[config.mk]
export PLATFORM = sky130hd
export DESIGN_NAME = diag_mesh_route
export DESIGN_NICKNAME = d
export VERILOG_FILES = /design/src/rtl/dmr_pkg.sv /design/src/rtl/dmr_id_decode.sv /design/src/rtl/dmr_dir_select.sv /design/src/rtl/dmr_edge_mask.sv /design/src/rtl/diag_mesh_route.sv
export SDC_FILE = /design/constraint.sdc
export NUM_CORES = 1
export LEC_CHECK = 0
export BUFFER_PORTS_ARGS = -buffer_cell sky130_fd_sc_hd__buf_2
export CORE_AREA = 2 2 39 41
export DETAILED_ROUTE_END_ITERATION = 8
export DIE_AREA = 0 0 41 43
export MAX_ROUTING_LAYER = met4
export PLACE_DENSITY = 0.63
export SETUP_SLACK_MARGIN = 0.05
export SLEW_MARGIN = 25
export SYNTH_ARGS = -nofsm -noshare
export SYNTH_HDL_FRONTEND = slang
export SYNTH_SLANG_ARGS = --single-unit
[constraint.sdc]
create_clock -name vclk -period 4.37
set_input_delay 0.874 -clock vclk [all_inputs]
set_output_delay 0.874 -clock vclk [all_outputs]
set_load 0.02 [all_outputs]
[src/rtl/dmr_pkg.sv]
package dmr_pkg;

   localparam int NPORT = 9;

   typedef enum int {
      P_LOCAL = 0,
      P_N     = 1,
      P_NE    = 2,
      P_E     = 3,
      P_SE    = 4,
      P_S     = 5,
      P_SW    = 6,
      P_W     = 7,
      P_NW    = 8
   } port_e;

   typedef logic [NPORT-1:0] port_vec_t;

   function automatic int port_step_x(int p);
      case (p)
         P_NE, P_E, P_SE: return 1;
         P_SW, P_W, P_NW: return -1;
         default:         return 0;
      endcase
   endfunction

   function automatic int port_step_y(int p);
      case (p)
         P_N, P_NE, P_NW: return 1;
         P_SE, P_S, P_SW: return -1;
         default:         return 0;
      endcase
   endfunction

endpackage

[src/rtl/dmr_id_decode.sv]
module dmr_id_decode #(
   parameter int MESH_W = 8,
   parameter int MESH_H = 8,
   parameter int CW     = 4,
   parameter int IW     = 8
) (
   input  logic [IW-1:0] id,
   output logic [CW-1:0] x,
   output logic [CW-1:0] y,
   output logic          in_range
);
   localparam int CELLS   = MESH_W * MESH_H;
   localparam int XLOG    = $clog2(MESH_W);
   localparam bit W_POW2  = ((1 << XLOG) == MESH_W);

   initial begin
      if ((1 << IW) <= CELLS) $error("IW too narrow for mesh tile count");
   end

   int id_v;
   assign id_v     = int'(id);
   assign in_range = (id_v < CELLS);

   generate
      if (W_POW2) begin : g_shift
         always_comb begin
            x = CW'(id_v & (MESH_W - 1));
            y = CW'(id_v >> XLOG);
         end
      end else begin : g_divide
         always_comb begin
            x = CW'(id_v % MESH_W);
            y = CW'(id_v / MESH_W);
         end
      end
   endgenerate

   always_comb begin
      if (in_range) begin
         assert_id_rowmajor_R7: assert ((int'(y) * MESH_W + int'(x)) == id_v)
            else $error("tile number split does not recombine");
      end
   end

endmodule

[src/rtl/dmr_dir_select.sv]
module dmr_dir_select
   import dmr_pkg::*;
#(
   parameter int CW = 4
) (
   input  logic [CW-1:0] cur_x,
   input  logic [CW-1:0] cur_y,
   input  logic [CW-1:0] dst_x,
   input  logic [CW-1:0] dst_y,
   output port_vec_t     dir
);
   logic go_e, go_w, go_n, go_s;

   assign go_e = (dst_x > cur_x);
   assign go_w = (dst_x < cur_x);
   assign go_n = (dst_y > cur_y);
   assign go_s = (dst_y < cur_y);

   always_comb begin
      dir = '0;
      unique case ({go_e, go_w, go_n, go_s})
         4'b1010: dir[P_NE]    = 1'b1;
         4'b1001: dir[P_SE]    = 1'b1;
         4'b0110: dir[P_NW]    = 1'b1;
         4'b0101: dir[P_SW]    = 1'b1;
         4'b1000: dir[P_E]     = 1'b1;
         4'b0100: dir[P_W]     = 1'b1;
         4'b0010: dir[P_N]     = 1'b1;
         4'b0001: dir[P_S]     = 1'b1;
         default: dir[P_LOCAL] = 1'b1;
      endcase
   end

   always_comb begin
      assert_dir_onehot_R5: assert ($onehot(dir))
         else $error("direction vector not one-hot");
      assert_local_iff_home_R1: assert (dir[P_LOCAL] == ((cur_x == dst_x) && (cur_y == dst_y)))
         else $error("local port disagrees with coordinate match");
      if ((cur_x != dst_x) && (cur_y != dst_y)) begin
         assert_diag_first_R2: assert ((dir[P_NE] | dir[P_SE] | dir[P_SW] | dir[P_NW]) == 1'b1)
            else $error("two-axis offset without diagonal");
      end
   end

endmodule

[src/rtl/dmr_edge_mask.sv]
module dmr_edge_mask
   import dmr_pkg::*;
#(
   parameter int MESH_W = 8,
   parameter int MESH_H = 8,
   parameter int CW     = 4
) (
   input  logic [CW-1:0] cur_x,
   input  logic [CW-1:0] cur_y,
   output port_vec_t     present
);
   int xv, yv;
   assign xv = int'(cur_x);
   assign yv = int'(cur_y);

   genvar g;
   generate
      for (g = 0; g < NPORT; g++) begin : g_port
         localparam int SX = port_step_x(g);
         localparam int SY = port_step_y(g);
         logic ok_x, ok_y;
         assign ok_x = (SX == 0) || ((SX > 0) ? (xv < MESH_W - 1) : (xv > 0));
         assign ok_y = (SY == 0) || ((SY > 0) ? (yv < MESH_H - 1) : (yv > 0));
         assign present[g] = ok_x && ok_y;
      end
   endgenerate

   always_comb begin
      if ((xv < MESH_W) && (yv < MESH_H)) begin
         assert_neighbour_count_R6: assert (($countones(present) == 4) ||
                                            ($countones(present) == 6) ||
                                            ($countones(present) == 9))
            else $error("neighbour count not 3, 5 or 8");
      end
   end

endmodule

[src/rtl/diag_mesh_route.sv]
module diag_mesh_route
   import dmr_pkg::*;
#(
   parameter int MESH_W = 8,
   parameter int MESH_H = 8,
   parameter int CW     = 4,
   parameter int IW     = 8
) (
   input  logic [CW-1:0] cur_x,
   input  logic [CW-1:0] cur_y,
   input  logic          dst_by_id,
   input  logic [CW-1:0] dst_x,
   input  logic [CW-1:0] dst_y,
   input  logic [IW-1:0] dst_id,
   output logic [8:0]    port_req,
   output logic          route_err
);
   initial begin
      if (MESH_W < 2 || MESH_H < 2) $error("mesh must be at least 2x2");
      if ((1 << CW) < MESH_W || (1 << CW) < MESH_H) $error("CW too narrow for mesh");
   end

   logic [CW-1:0] id_x, id_y, tgt_x, tgt_y;
   logic          id_ok, tgt_ok, cur_ok;
   port_vec_t     dir, present;

   dmr_id_decode #(.MESH_W(MESH_W), .MESH_H(MESH_H), .CW(CW), .IW(IW)) u_decode (
      .id(dst_id), .x(id_x), .y(id_y), .in_range(id_ok)
   );

   assign tgt_x  = dst_by_id ? id_x : dst_x;
   assign tgt_y  = dst_by_id ? id_y : dst_y;
   assign tgt_ok = dst_by_id ? id_ok
                             : ((int'(dst_x) < MESH_W) && (int'(dst_y) < MESH_H));
   assign cur_ok = (int'(cur_x) < MESH_W) && (int'(cur_y) < MESH_H);

   dmr_dir_select #(.CW(CW)) u_dir (
      .cur_x(cur_x), .cur_y(cur_y), .dst_x(tgt_x), .dst_y(tgt_y), .dir(dir)
   );

   dmr_edge_mask #(.MESH_W(MESH_W), .MESH_H(MESH_H), .CW(CW)) u_mask (
      .cur_x(cur_x), .cur_y(cur_y), .present(present)
   );

   assign route_err = !(cur_ok && tgt_ok);
   assign port_req  = route_err ? '0 : (dir & present);

   always_comb begin
      if (!route_err) begin
         assert_dir_on_mesh_R6: assert ((dir & ~present) == '0)
            else $error("direction points off the mesh");
         assert_req_onehot_R5: assert ($onehot(port_req))
            else $error("valid route without single request");
      end else begin
         assert_err_silent_R8: assert (port_req == '0)
            else $error("request raised with error flag");
      end
   end

endmodule

==> out/results.txt <==
Critical path origin: dst_by_id
Die Ht: 43 µm
part of the power in the clock network: 0
Post-DP Area: 591 µm²
top sig layer: met3
register share of total power: 0
setup repair bufs after CTS: 0
largest cells by area after synthesis: ha_1 (24%), nor3_1 (11%), mux2_2 (11%), nand3_1 (6.1%), inv_1 (5.5%)
ant diodes: 0
# setup viols final: 0
vias in the first global route: 439
pwr/cell area: 85.7 nW/µm²
startpoint type of the worst setup path: input port
sequential cells: 0
number of port buffers: 35
met1 wire length: 447 µm
max_cap viols: 0
Slew Viols, Final: 0
slowest CP cell: mux2_2
DR iter-0 viols: 6
Worst setup EP type: output port
cell taking the most area after synthesis: ha_1
GPL Wtd Cong: 0.729
first-pass iteration count of the detailed router: 4
IO Count: 35
Resized cells post-CTS: 0
post-layout instance area: 591 µm²
Slew HR: 0.830
Nets: 122
Initial Util: 0.297
Syn Area/Cell: 7.62 µm²
hold buffer count at CTS: 0
Critical Path RT: 3500 ps
outcome: finished clean
setup_tns: 0 ps
Int Pwr: 0.0000251 W
area grow syn2layout: 43.5%
Avg WL per Cell: 10.1 µm
pin count of the biggest net entering global routing: 10
GRT Overall Usage: 0.127
worst slew pin tran: 254 ps
antenna violations before repair: 0
Yosys warning count: 0
cell with the most instances after synthesis: nor3_1
Synth Cell Area: 412 µm²
Cells after Synth: 54
hold_sp: cur_y[3]
Die Footprint: 1760 µm²
RSZ-0062 raised after global routing: no
met2 WL: 501 µm
syn nets: 87
share of post-route cells with drive strength above 1: 0.471
GRT Residual Overflow: 0
via count: 511
Gate power share: 1.000
vias per cell: 4.96
maximum VDD drop: 0.0000382 V
CP dominant cell by count: buf_2
P_sw: 0.0000255 W
P_leak: 0.334 nW
DRC viols: 0
Critical Path, Cell by Cell: buf_2 > mux2_2 > ha_1 > nor2b_1 > o211ai_1 > nand3_1 > nor3_1 > buf_2
Crit Path Max Fanout: 9
Final Core Density: 0.427
CP top delay family: simple AND/OR/NAND/NOR gates
Switching Fraction: 0.504
Die W: 41 µm
routed wire length: 1040 µm
core area: 1380 µm²
dpl hpwl: 941 µm
Yosys top cell area share: 0.243
WS Path Type: in -> out
CLK BUF: 0
final hold violation count: 0
crit-path max cell delay: 360 ps
min Tclk post-route: 3510 ps
Reg area: 0 µm²
commonest cells in the netlist: nor3_1 (9), ha_1 (8), inv_1 (6), nand3_1 (5), mux2_2 (4)
fmax: 0.285 GHz
worst hold path class: in -> out
synth unique cells: 20
met3 wire len: 88 µm
fin crit share: 0.802
arrival time worst endpoint: 2630 ps
first-pass GRT wire length: 1670 µm
number of buffers and inverters on the critical path: 2
Seq/Total Area, Yosys: 0
Core Rows: 14
final antenna-violating net count: 0
placed cells by master (no fill, tap or decap):
cell / Yosys / final
a21oi_1: 2 / 2
nor2b_1: 2 / 2
mux2_2: 4 / 4
a21o_1: 1 / 1
mux2_4: 1 / 1
or4_1: 2 / 2
or3_1: 1 / 1
and2b_1: 1 / 1
a21o_4: 1 / 1
nand2_1: 1 / 1
nor3_1: 9 / 9
nand4_1: 2 / 2
buf_2: 1 / 35
inv_1: 6 / 6
ha_1: 8 / 8
nand3_1: 5 / 5
mux2i_1: 2 / 2
o211ai_1: 2 / 2
a211o_1: 2 / 2
metrics by stage:
stage / std cells / setup slack (ps) / power (W) / hold slack (ps)
2_1_floorplan: 54 / 909 / 0.0000331 / 1950
6_report: 103 / 864 / 0.0000506 / 2210
3_3_place_gp: 103 / 859 / 0.0000501 / 2210
5_1_grt: 103 / 706 / 0.0000578 / 2230
4_1_cts: 103 / 846 / 0.0000511 / 2210
3_5_place_dp: 103 / 846 / 0.0000507 / 2200
path summary, 6_finish.rpt:
path,end,cells after the start
worst max-delay path,port_req[6],8
worst min-delay path,port_req[1],4
final cells by class:
type | count | area (µm²)
Inverter | 6 | 22.5
Fill cell | 151 | 793
Timing Repair Buffer | 35 | 175
Multi-Input combinational cell | 46 | 373
Tap cell | 16 | 20.0
routing by layer:
layer / GRT usage / vias up
met5: - / -
met1: 0.171 / 215
met4: 0 / 0
met3: 0 / 0
met2: 0.219 / 22
li1: - / 274
power by group through the flow:
stage	Sequential [W]	Combinational, W	Clock [W]
final	0	0.0000506	0
after CTS	0	0.0000511	0
after global routing	0	0.0000578	0
after detailed placement	0	0.0000507	0
after global placement	0	0.0000501	0
after floorplan	0	0.0000331	0
tightest hold or removal path, cell delays in order:
cell     delay (ps)
buf_2           120
a211o_1         140
nor3_1           50
buf_2           150
logic make-up after synthesis:
| family | count (synthesis) | synth area share |
|---|---|---|
| AO/OA/AOI/OAI | 8 | 0.158 |
| buffers and inverters | 8 | 0.0942 |
| adder cells (fa/ha/maj) | 8 | 0.243 |
| AND/OR/NAND/NOR | 23 | 0.310 |
| multiplexers | 7 | 0.195 |
No activity file was read; power rests on OpenSTA's default activity.
